### src/rtl/swa_pkg.sv
package swa_pkg;
   typedef enum logic {
      SLOT_FIRST  = 1'b0,
      SLOT_SECOND = 1'b1
   } slot_e;
endpackage

### src/rtl/swa_shift.sv
module swa_shift #(
   parameter int W = 10
) (
   input  logic         clk,
   input  logic         rst,
   input  logic         ser_bit,
   output logic [W-1:0] win
);
   logic [W-2:0] hist_q;

   // Newest bit enters at the top; the oldest of the last W sits at bit 0.
   assign win = {ser_bit, hist_q};

   always_ff @(posedge clk) begin
      if (rst) hist_q <= '0;
      else     hist_q <= win[W-1:1];
   end
endmodule

### src/rtl/swa_match.sv
module swa_match #(
   parameter int          MARK_W   = 7,
   parameter logic [6:0]  MARK_PAT = 7'b1111100,
   parameter bit          BOTH_POL = 1'b1
) (
   input  logic [MARK_W-1:0] tail,
   output logic              hit
);
   logic hit_pos;
   assign hit_pos = (tail == MARK_PAT[MARK_W-1:0]);

   generate
      if (BOTH_POL) begin : g_both
         logic hit_neg;
         assign hit_neg = (tail == ~MARK_PAT[MARK_W-1:0]);
         assign hit = hit_pos | hit_neg;
      end else begin : g_single
         assign hit = hit_pos;
      end
   endgenerate
endmodule

### src/rtl/swa_ctrl.sv
module swa_ctrl
   import swa_pkg::*;
#(
   parameter int CHAR_W = 10,
   parameter int MARK_W = 7
) (
   input  logic              clk,
   input  logic              rst,
   input  logic              align_en,
   input  logic              hit,
   input  logic [CHAR_W-1:0] win,
   output logic              char_vld,
   output logic [CHAR_W-1:0] char_data,
   output logic              half_sel,
   output logic              comma_flag
);
   localparam int CW = $clog2(CHAR_W);
   localparam logic [CW-1:0] LAST_POS = CW'(CHAR_W - 1);
   localparam logic [CW-1:0] MARK_END = CW'(MARK_W - 1);
   localparam logic [CW-1:0] MARK_RST = CW'(MARK_W);

   logic [CW-1:0] cnt_q;
   slot_e         slot_q;
   logic          pend_q;
   logic          framed, realign;

   // The bit arriving now is bit number cnt_q of the character.
   assign framed  = hit && (cnt_q == MARK_END);
   assign realign = align_en && hit && !(framed && slot_q == SLOT_SECOND);

   always_ff @(posedge clk) begin
      if (rst) begin
         cnt_q      <= '0;
         slot_q     <= SLOT_FIRST;
         pend_q     <= 1'b0;
         char_vld   <= 1'b0;
         char_data  <= '0;
         half_sel   <= 1'b0;
         comma_flag <= 1'b0;
      end else begin
         char_vld   <= 1'b0;
         comma_flag <= 1'b0;
         if (realign) begin
            cnt_q  <= MARK_RST;
            slot_q <= SLOT_SECOND;
            pend_q <= 1'b1;
         end else if (cnt_q == LAST_POS) begin
            char_vld   <= 1'b1;
            char_data  <= win;
            half_sel   <= slot_q;
            comma_flag <= pend_q;
            slot_q     <= (slot_q == SLOT_FIRST) ? SLOT_SECOND : SLOT_FIRST;
            pend_q     <= 1'b0;
            cnt_q      <= '0;
         end else begin
            cnt_q <= cnt_q + 1'b1;
            if (framed) pend_q <= 1'b1;
         end
      end
   end
endmodule

### src/rtl/serial_word_aligner.sv
module serial_word_aligner #(
   parameter int         CHAR_W   = 10,
   parameter int         MARK_W   = 7,
   parameter logic [6:0] MARK_PAT = 7'b1111100,
   parameter bit         BOTH_POL = 1'b1
) (
   input  logic              clk,
   input  logic              rst,
   input  logic              ser_bit,
   input  logic              align_en,
   output logic              char_vld,
   output logic [CHAR_W-1:0] char_data,
   output logic              half_sel,
   output logic              comma_flag
);
   generate
      if (MARK_W >= CHAR_W || MARK_W < 2 || MARK_W > 7) begin : g_bad_mark
         $error("serial_word_aligner: MARK_W must lie in 2..7 and be below CHAR_W");
      end
   endgenerate

   logic [CHAR_W-1:0] win;
   logic              hit;

   swa_shift #(.W(CHAR_W)) shift_i (
      .clk(clk), .rst(rst), .ser_bit(ser_bit), .win(win)
   );

   swa_match #(.MARK_W(MARK_W), .MARK_PAT(MARK_PAT), .BOTH_POL(BOTH_POL)) match_i (
      .tail(win[CHAR_W-1 -: MARK_W]), .hit(hit)
   );

   swa_ctrl #(.CHAR_W(CHAR_W), .MARK_W(MARK_W)) ctrl_i (
      .clk(clk), .rst(rst), .align_en(align_en), .hit(hit), .win(win),
      .char_vld(char_vld), .char_data(char_data),
      .half_sel(half_sel), .comma_flag(comma_flag)
   );
endmodule

### config.mk
export PLATFORM = sky130hd
export DESIGN_NAME = serial_word_aligner
export DESIGN_NICKNAME = d
export VERILOG_FILES = /design/src/rtl/swa_pkg.sv /design/src/rtl/swa_shift.sv /design/src/rtl/swa_match.sv /design/src/rtl/swa_ctrl.sv /design/src/rtl/serial_word_aligner.sv
export SDC_FILE = /design/constraint.sdc
export NUM_CORES = 1
export LEC_CHECK = 0
export BUFFER_PORTS_ARGS = -buffer_cell sky130_fd_sc_hd__buf_2
export CORE_MARGIN = 3
export CORE_UTILIZATION = 55
export CTS_CLUSTER_SIZE = 28
export DETAILED_ROUTE_END_ITERATION = 8
export HOLD_SLACK_MARGIN = 0.05
export PLACE_DENSITY = 0.78
export SLEW_MARGIN = 20
export SYNTH_ARGS = -nofsm -noshare
export SYNTH_HDL_FRONTEND = slang
export SYNTH_SLANG_ARGS = --single-unit
### constraint.sdc
create_clock -name clk -period 2.7 [get_ports clk]
set_input_delay 0.135 -clock clk [delete_from_list [all_inputs] [get_ports clk]]
set_output_delay 0.135 -clock clk [all_outputs]
set_load 0.02 [all_outputs]
==> qor.txt, run 1 <==
Synth Area in Simple Gates - 0.306
CP required - 2.97 ns
Post-synthesis adder-cell area fraction - 0
Worst Tran Pin Value - 0.650 ns
WP data arrival - 2.05 ns
Sequential share of the synthesized area - 0.501
Clock skew - 0.00649 ns
Clock sink count - 28
Final setup fails - 0
H-tree levels - 1
Max cap viols - 0
Global route overflow - 0
Crit start category - register
CP max-delay cell - or4_4
Ys Warns - 0
Postcts setup bufs - 0
Global-route wire length before repair - 3370 um
Lkg Pwr - 0.000488 uW
Peak supply drop - 0.633 mV
#FFs+latches synth - 28
Synthesized area per cell - 10.2 um2
Post-route ant nets - 0
Post-route DRC - 0
Multi-input logic area - 523 um2
Final nets - 130
RSZ-0062 raised after global routing - no
Routed Wire Length - 1950 um
N_diodes - 0
Clk slew on worst S/H paths - 0.15 ns
Largest family of logic cells by synthesized area - simple AND/OR/NAND/NOR gates
Fillers - 144
Power per cell area - 577 nW/um2
Placer Congestion - 0.714
I/O Pins - 17
Fin area - 1260 um2
Most frequent cells in the layout - dfxtp_1, buf_2, nand2b_1
TritonCTS Buffers - 3
Drt first-iter violations - 8
Pre-CTS worst setup slack - 0.960 ns
Final critical-path share of the clock period - 0.659
GRT Overall Usage - 0.175
Cell area after synthesis - 1120 um2
Port Buf Inserts - 16
WL/cell - 13.0 um
Cells after Synth - 110
CTS Buffer Depth - 2
Max incr delay on CP - 0.55 ns
Hold WS - 0.121 ns
Storage element area - 561 um2
Yosys top cell area share - 0.501
Top delay family on crit path - simple AND/OR/NAND/NOR gates
Worst-path cell chain - or4_4 > nor3_4 > o211ai_4 > and2_4 > o21ai_0
Vias in the first global route - 741
Synth Area in XOR/XNOR - 0.0157
Root Driver - clkbuf_4
Mux contribution to synthesized area - 0
Initial Util - 0.614
Critical path fanouts, max - 19
Die width - 51.1 um
Area Growth Syn to Fin - 12.5%
Critical path class - register to register
Max-slew violations - 0
Placed Area - 1210 um2
HP Class - input port to register
Worst Setup End Kind - register
Fin. Hold Viols - 0
Post-synth top area cell - dfxtp_1
DR pass1 iterations - 4
Total power - 726 uW
Setup TNS - 0 ns
Largest net degree at the start of global routing - 32
Row count - 15
Share of layout cells above drive strength 1 - 0.296
Cts-stage hold buffer count - 0
CTS tree - built
Core Area - 1820 um2
Final worst slack - 0.922 ns
Buffer and inverter count on the worst path - 0
Gates resized, CTS repair - 0
Synthesized net count - 114
Clk Latency, worst-skew pair - 0.33 ns
Synth Area in Compound Gates - 0.145
DP HPWL - 1370 um
F_max - 562 MHz
Status - complete, no violations
Largest cells by area after synthesis - dfxtp_1, nand2b_1, o21ai_2, nor2b_1, nand3_1
Vias - 793
Vert. Die Dim - 51.1 um
Relative slew margins - 0.565
Synth cell types - 28
Vias/cell - 5.29
Die Area - 2610 um2
Fin crit period - 1.78 ns
Most common cell after layout, fill and taps aside - dfxtp_1
Initial antenna violation count - 0
-- path summary, 6_finish.rpt --
path	start	slack (ns)	depth (start not counted)	to
max	shift_i.hist_q[5]	0.92	5	ctrl_i.char_data[9]
min	ser_bit	0.12	2	shift_i.hist_q[8]
max reg2reg	shift_i.hist_q[5]	0.92	5	ctrl_i.char_data[9]
min reg2reg	ctrl_i.char_data[1]	0.48	2	ctrl_i.char_data[1]
-- flip-flops by register name, summed over array words and instances (netlist names) --
name               count
ctrl_i.char_data      10
ctrl_i.char_vld        1
ctrl_i.cnt_q           4
ctrl_i.comma_flag      1
ctrl_i.half_sel        1
ctrl_i.pend_q          1
ctrl_i.slot_q          1
shift_i.hist_q         9
-- power breakdown --
part / internal (uW) / switching (uW) / total, uW
Clock: 150 / 123 / 273
Sequential: 419 / 6.41 / 425
Combinational: 13.2 / 13.8 / 27.0
-- kinds of logic after synthesis --
family	count (synthesis)
DFF	28
AOI/OAI and AO/OA	20
buffers and inverters	7
xor gates and xnor gates	2
and+or+nand+nor	53
-- per-layer routing --
layer	global-route usage	vias to the layer above	routed length (um)
li1	-	406	-
met1	0.216	369	866
met2	0.290	14	988
met3	0.0350	4	67
met4	0.0807	0	25
met5	0	-	0
-- per-stage QoR --
step                utilization  cells
floorplan                     -    110
global placement          0.663    146
detailed placement        0.663    146
CTS                       0.691    150
global route              0.691    150
finish                    0.691    150
-- final cells by class --
type                            instances  area share
Clock buffer                            3      0.0179
Timing Repair Buffer                   17      0.0696
Sequential cell                        28       0.445
Inverter                                1     0.00298
Multi-Input combinational cell         75       0.416
Clock inverter                          1      0.0239
Tap cell                               25      0.0249
-- cell usage after synthesis, drive strengths merged --
cell type,number
o21ai,13
nand3,9
nor3b,2
xnor2,2
a21oi,3
clkbuf,4
nor2,3
o211ai,1
a22o,1
nand3b,2
nor4b,1
nor2b,9
nand2b,14
or4,1
o2bb2ai,1
dfxtp,28
a31oi,1
nand2,6
inv,1
nand4,1
and2,1
nor4bb,1
nor3,1
buf,2
nand4b,2
(Power assumes the default switching activity.)
==> inputs of run 2 (changes only) <==
Settings changed: CORE_UTILIZATION 55 to 54, PLACE_DENSITY 0.78 to 0.76.
Clock period 2.7 ns to 1.8 ns, I/O delays scaled along.
==> qor.txt, run 2 (same netlist as run 1, synthesis figures left out) <==
CP max-delay cell - or4_4
Port Buf Inserts - 16 (unchanged)
Power per cell area - 763 nW/um2 (+32%)
Routed Wire Length - 1890 um (-3.2%)
CTS Buffer Depth - 2 (unchanged)
Clock sink count - 28 (unchanged)
F_max - 584 MHz (+3.8%)
Core Area - 1840 um2 (+1.0%)
Worst Setup End Kind - register
Max-slew violations - 0 (unchanged)
H-tree levels - 1 (unchanged)
Global-route wire length before repair - 3290 um (-2.3%)
Initial Util - 0.608 (-0.00627)
Relative slew margins - 0.692 (+0.127)
Post-route DRC - 0 (unchanged)
Status - complete, no violations
Root Driver - clkbuf_4
Largest net degree at the start of global routing - 32 (unchanged)
Die Area - 2650 um2 (+1.6%)
Finished Layout Cells - 155 (+3.3%)
I/O Pins - 17 (unchanged)
Critical path fanouts, max - 12 (-7)
Fin. Hold Viols - 0 (unchanged)
CTS tree - built
GRT Overall Usage - 0.162 (-0.0127)
Setup TNS - 0 ns (unchanged)
Critical path class - register to register
Top delay family on crit path - simple AND/OR/NAND/NOR gates
Vert. Die Dim - 51.5 um (+0.81%)
Area Growth Syn to Fin - 14.4%
Die width - 51.5 um (+0.81%)
Final critical-path share of the clock period - 0.951 (+0.293)
Buffer and inverter count on the worst path - 0 (unchanged)
WP data arrival - 1.97 ns (-0.08 ns)
Vias/cell - 5.23 (-1.2%)
Pre-CTS worst setup slack - 0.111 ns (-0.849 ns)
Clock skew - 0.00474 ns (-0.00175 ns)
N_diodes - 0 (unchanged)
Crit start category - register
Worst-path cell chain - or4_4 > nor3_4 > o211ai_4 > and2_2 > o21ai_2
Vias - 810 (+2.1%)
Drt first-iter violations - 16 (+8)
Lkg Pwr - 0.000504 uW (+3.3%)
Final worst slack - 0.0874 ns (-0.834 ns)
WL/cell - 12.2 um (-6.3%)
Row count - 15 (unchanged)
Share of layout cells above drive strength 1 - 0.323 (+0.0271)
Max cap viols - 0 (unchanged)
Top Registers - ctrl_i.char_data: 10 flops, shift_i.hist_q: 9 flops, ctrl_i.cnt_q: 4 flops
Final setup fails - 0 (unchanged)
Max FFs per register - 10 (unchanged)
Clk slew on worst S/H paths - 0.14 ns (about the same)
Placed insts - 150 (+2.7%)
TritonCTS Buffers - 3 (unchanged)
RSZ-0062 raised after global routing - no
Most common cell after layout, fill and taps aside - dfxtp_1
CP required - 2.06 ns (-0.91 ns)
Max incr delay on CP - 0.54 ns (about the same)
Worst Tran Pin Value - 0.463 ns (-0.187 ns)
Most frequent cells in the layout - dfxtp_1, buf_2, nand2b_1
Final nets - 135 (+3.8%)
Initial antenna violation count - 0 (unchanged)
Hold WS - 0.0958 ns (-0.0250 ns)
Fin crit period - 1.71 ns (-0.0657 ns)
Vias in the first global route - 788 (+6.3%)
Most flop-heavy register - ctrl_i.char_data
HP Class - input port to register
Peak supply drop - 0.522 mV (-18%)
Global route overflow - 0 (unchanged)
Total power - 976 uW (+35%)
Post-route ant nets - 0 (unchanged)
DR pass1 iterations - 4 (unchanged)
Postcts setup bufs - 0 (unchanged)
Placer Congestion - 0.767 (+7.3%)
DP HPWL - 1310 um (-4.4%)
Clk Latency, worst-skew pair - 0.31 ns (-0.02 ns)
-- run 2: cell count changes in the layout (fill, tap and decap cells not counted), sizes merged --
cell,before,now
buf,17,21
and2,1,2
bufinv,1,0
clkbuf,3,4
-- run 2: final timing paths --
check | slack, ns | depth (start not counted) | start | end
min | 0.1 | 2 | ser_bit | shift_i.hist_q[8]
max reg2reg | 0.09 | 5 | shift_i.hist_q[5] | ctrl_i.half_sel
min reg2reg | 0.47 | 1 | shift_i.hist_q[1] | shift_i.hist_q[0]
max | 0.09 | 5 | shift_i.hist_q[5] | ctrl_i.half_sel
-- run 2: cell type report --
type / instances / area [um2]
Tap cell: 25 / 31.3
Multi-Input combinational cell: 76 / 531
Fill cell: 167 / 559
Timing Repair Buffer: 21 / 118
Clock buffer: 4 / 36.3
Inverter: 1 / 3.75
Sequential cell: 28 / 561
-- run 2: per-layer routing --
layer / up-vias / share of wire / GRT usage
met5: - / 0 / 0
met4: 0 / 0.0037 / 0.0742
met3: 2 / 0.053 / 0.0287
met2: 22 / 0.46 / 0.269
met1: 367 / 0.48 / 0.204
li1: 419 / - / -
-- run 2: timing repair --
action	4_1_cts	5_1_grt
hold buffers	0	0
setup endpoints to repair	0	1
gates resized for setup	0	1
-- run 2: metrics by stage --
stage	util	cell area, um2
after CTS	0.692	1270
after detailed placement	0.672	1240
after floorplan	-	1120
after global routing	0.696	1280
final	0.696	1280
after global placement	0.672	1240
-- run 2: where the power goes --
group | internal [uW] | total [uW] | switching (uW)
Sequential | 628 | 634 | 5.25
Combinational | 23.9 | 48.8 | 24.9
Clock | 123 | 294 | 170
==> inputs of run 3 (changes only) <==
Settings changed: CORE_MARGIN 3 to 10, REMOVE_ABC_BUFFERS from default to 1.
==> qor.txt, run 3 (same netlist as run 1, synthesis figures left out) <==
Cts-stage hold buffer count - 0 (unchanged)
Vias in the first global route - 812 (+3.0%)
Postcts setup bufs - 0 (unchanged)
DR pass1 iterations - 4 (unchanged)
Most frequent cells in the layout - dfxtp_1, buf_2, nand2b_1
Worst-path cell chain - nor4bb_1 > nand2_1 > o211ai_4 > buf_4 > nand2_1 > nor3b_1
Port Buf Inserts - 16 (unchanged)
I/O Pins - 17 (unchanged)
Top Registers - ctrl_i.char_data: 10 flops, shift_i.hist_q: 9 flops, ctrl_i.cnt_q: 4 flops
Final setup fails - 0 (unchanged)
Drt first-iter violations - 42 (+26)
Lkg Pwr - 0.000490 uW (-2.9%)
Power per cell area - 777 nW/um2 (+1.9%)
Total power - 979 uW (+0.32%)
Placed insts - 150 (unchanged)
Final nets - 132 (-2.2%)
Most common cell after layout, fill and taps aside - dfxtp_1
Root Driver - clkbuf_4
Worst Tran Pin Value - 0.452 ns (-0.0102 ns)
H-tree levels - 1 (unchanged)
Setup TNS - 0 ns (unchanged)
Finished Layout Cells - 154 (-0.65%)
Post-route DRC - 0 (unchanged)
M3 GR Usage - 0.0322 (+0.00355)
Met2 GRT Util - 0.168 (-0.101)
F_max - 601 MHz (+2.9%)
Most frequent CP cell - nand2_1
Clock sink count - 28 (unchanged)
HP Class - input port to register
Post-route ant nets - 0 (unchanged)
Fin. Hold Viols - 0 (unchanged)
Clock skew - 0.00314 ns (-0.00160 ns)
Die width - 65.5 um (+27%)
Share of layout cells above drive strength 1 - 0.307 (-0.0160)
Seq pwr share - 0.651 (+0.002)
Max-slew violations - 0 (unchanged)
Buffer and inverter count on the worst path - 1 (+1)
CP max-delay cell - nor4bb_1
Initial antenna violation count - 0 (unchanged)
M1 GR Usage - 0.107 (-0.0967)
Fin crit period - 1.66 ns (-0.0489 ns)
Clk slew on worst S/H paths - 0.14 ns (about the same)
Clock power frac - 0.308 (+0.007)
Placer Congestion - 0.727 (-5.1%)
Area Growth Syn to Fin - 12.6%
Core Area - 1960 um2 (+6.7%)
WL/cell - 13.3 um (+9.6%)
Critical path class - register to register
Gr busiest metal - met2
Max incr delay on CP - 0.44 ns (-0.10 ns)
WP data arrival - 1.91 ns (-0.06 ns)
Gates resized, CTS repair - 0 (unchanged)
CTS Buffer Depth - 2 (unchanged)
Sw Ratio - 0.212 (+0.00638)
N_diodes - 0 (unchanged)
TritonCTS Buffers - 3 (unchanged)
GRT Overall Usage - 0.0995 (-0.0624)
Switching power - 207 uW (+3.4%)
Status - complete, no violations
Initial Util - 0.570 (-0.0380)
Largest net degree at the start of global routing - 32 (unchanged)
Fin area - 1260 um2 (-1.6%)
Int Pwr - 772 uW (-0.49%)
Vert. Die Dim - 65.5 um (+27%)
Placed Area - 1220 um2 (-1.0%)
Clk Latency, worst-skew pair - 0.32 ns (about the same)
Routed Wire Length - 2050 um (+8.9%)
Peak supply drop - 0.643 mV (+23%)
Comb pwr share - 0.040 (-0.010)
CTS tree - built
Crit start category - register
Row count - 16 (+1)
Vias - 792 (-2.2%)
Vias/cell - 5.14 (-1.6%)
Max FFs per register - 10 (unchanged)
Worst Setup End Kind - register
Final Core Density - 0.642 (-0.0537)
Relative slew margins - 0.698 (+0.00682)
CP required - 2.05 ns (about the same)
RSZ-0062 raised after global routing - no
Top delay family on crit path - simple AND/OR/NAND/NOR gates
Die Area - 4290 um2 (+62%)
DP HPWL - 1460 um (+11%)
Max cap viols - 0 (unchanged)
Global-route wire length before repair - 3460 um (+5.2%)
Critical path fanouts, max - 10 (-2)
Global route overflow - 0 (unchanged)
Final critical-path share of the clock period - 0.924 (-0.0272)
Most flop-heavy register - ctrl_i.char_data
## run 3: cell count changes in the layout (fill, tap and decap cells not counted), sizes merged
cell | previous run | this run
buf | 21 | 19
and2 | 2 | 1
## run 3: per-stage QoR
stage	hold WS [ns]	setup WS (ns)
4_1_cts	0.0585	0.172
5_1_grt	0.0503	0.0381
6_report	0.0650	0.136
2_1_floorplan	0.159	0.175
3_5_place_dp	0.413	0.207
3_3_place_gp	0.413	0.246
## run 3: routing by layer
metal / part of all wire / up-vias
met3: 0.049 / 2
li1: - / 408
met2: 0.49 / 10
met4: 0.0093 / 0
met5: 0 / -
met1: 0.45 / 372
## run 3: final timing paths
kind                startpoint                 to  slack, ns  depth (start not counted)
max            ctrl_i.cnt_q[2]  ctrl_i.comma_flag       0.14                          6
min                    ser_bit  shift_i.hist_q[8]       0.06                          2
max reg2reg    ctrl_i.cnt_q[2]  ctrl_i.comma_flag       0.14                          6
min reg2reg  shift_i.hist_q[1]  shift_i.hist_q[0]       0.48                          1
## run 3: cell type report
| cell class | instances | area (um2) |
|---|---|---|
| Multi-Input combinational cell | 75 | 523 |
| Timing Repair Buffer | 19 | 103 |
| Tap cell | 27 | 33.8 |
| Inverter | 1 | 3.75 |
| Sequential cell | 28 | 561 |
| Fill cell | 191 | 702 |
| Clock buffer | 4 | 36.3 |
## run 3: power groups by stage
| stage | clock, uW | combinational, uW | sequential, uW |
|---|---|---|---|
| after floorplan | 0 | 24.1 | 649 |
| after global placement | 0 | 38.5 | 651 |
| after detailed placement | 0 | 39.5 | 652 |
| after CTS | 310 | 39.6 | 638 |
| after global routing | 330 | 42.8 | 640 |
| final | 302 | 39.5 | 638 |
## run 3: worst register-to-register path, cell delays in order (launching register included)
cell,delay (ns)
dfxtp_1,0.40
nor4bb_1,0.44
nand2_1,0.17
o211ai_4,0.12
buf_4,0.20
nand2_1,0.08
nor3b_1,0.19
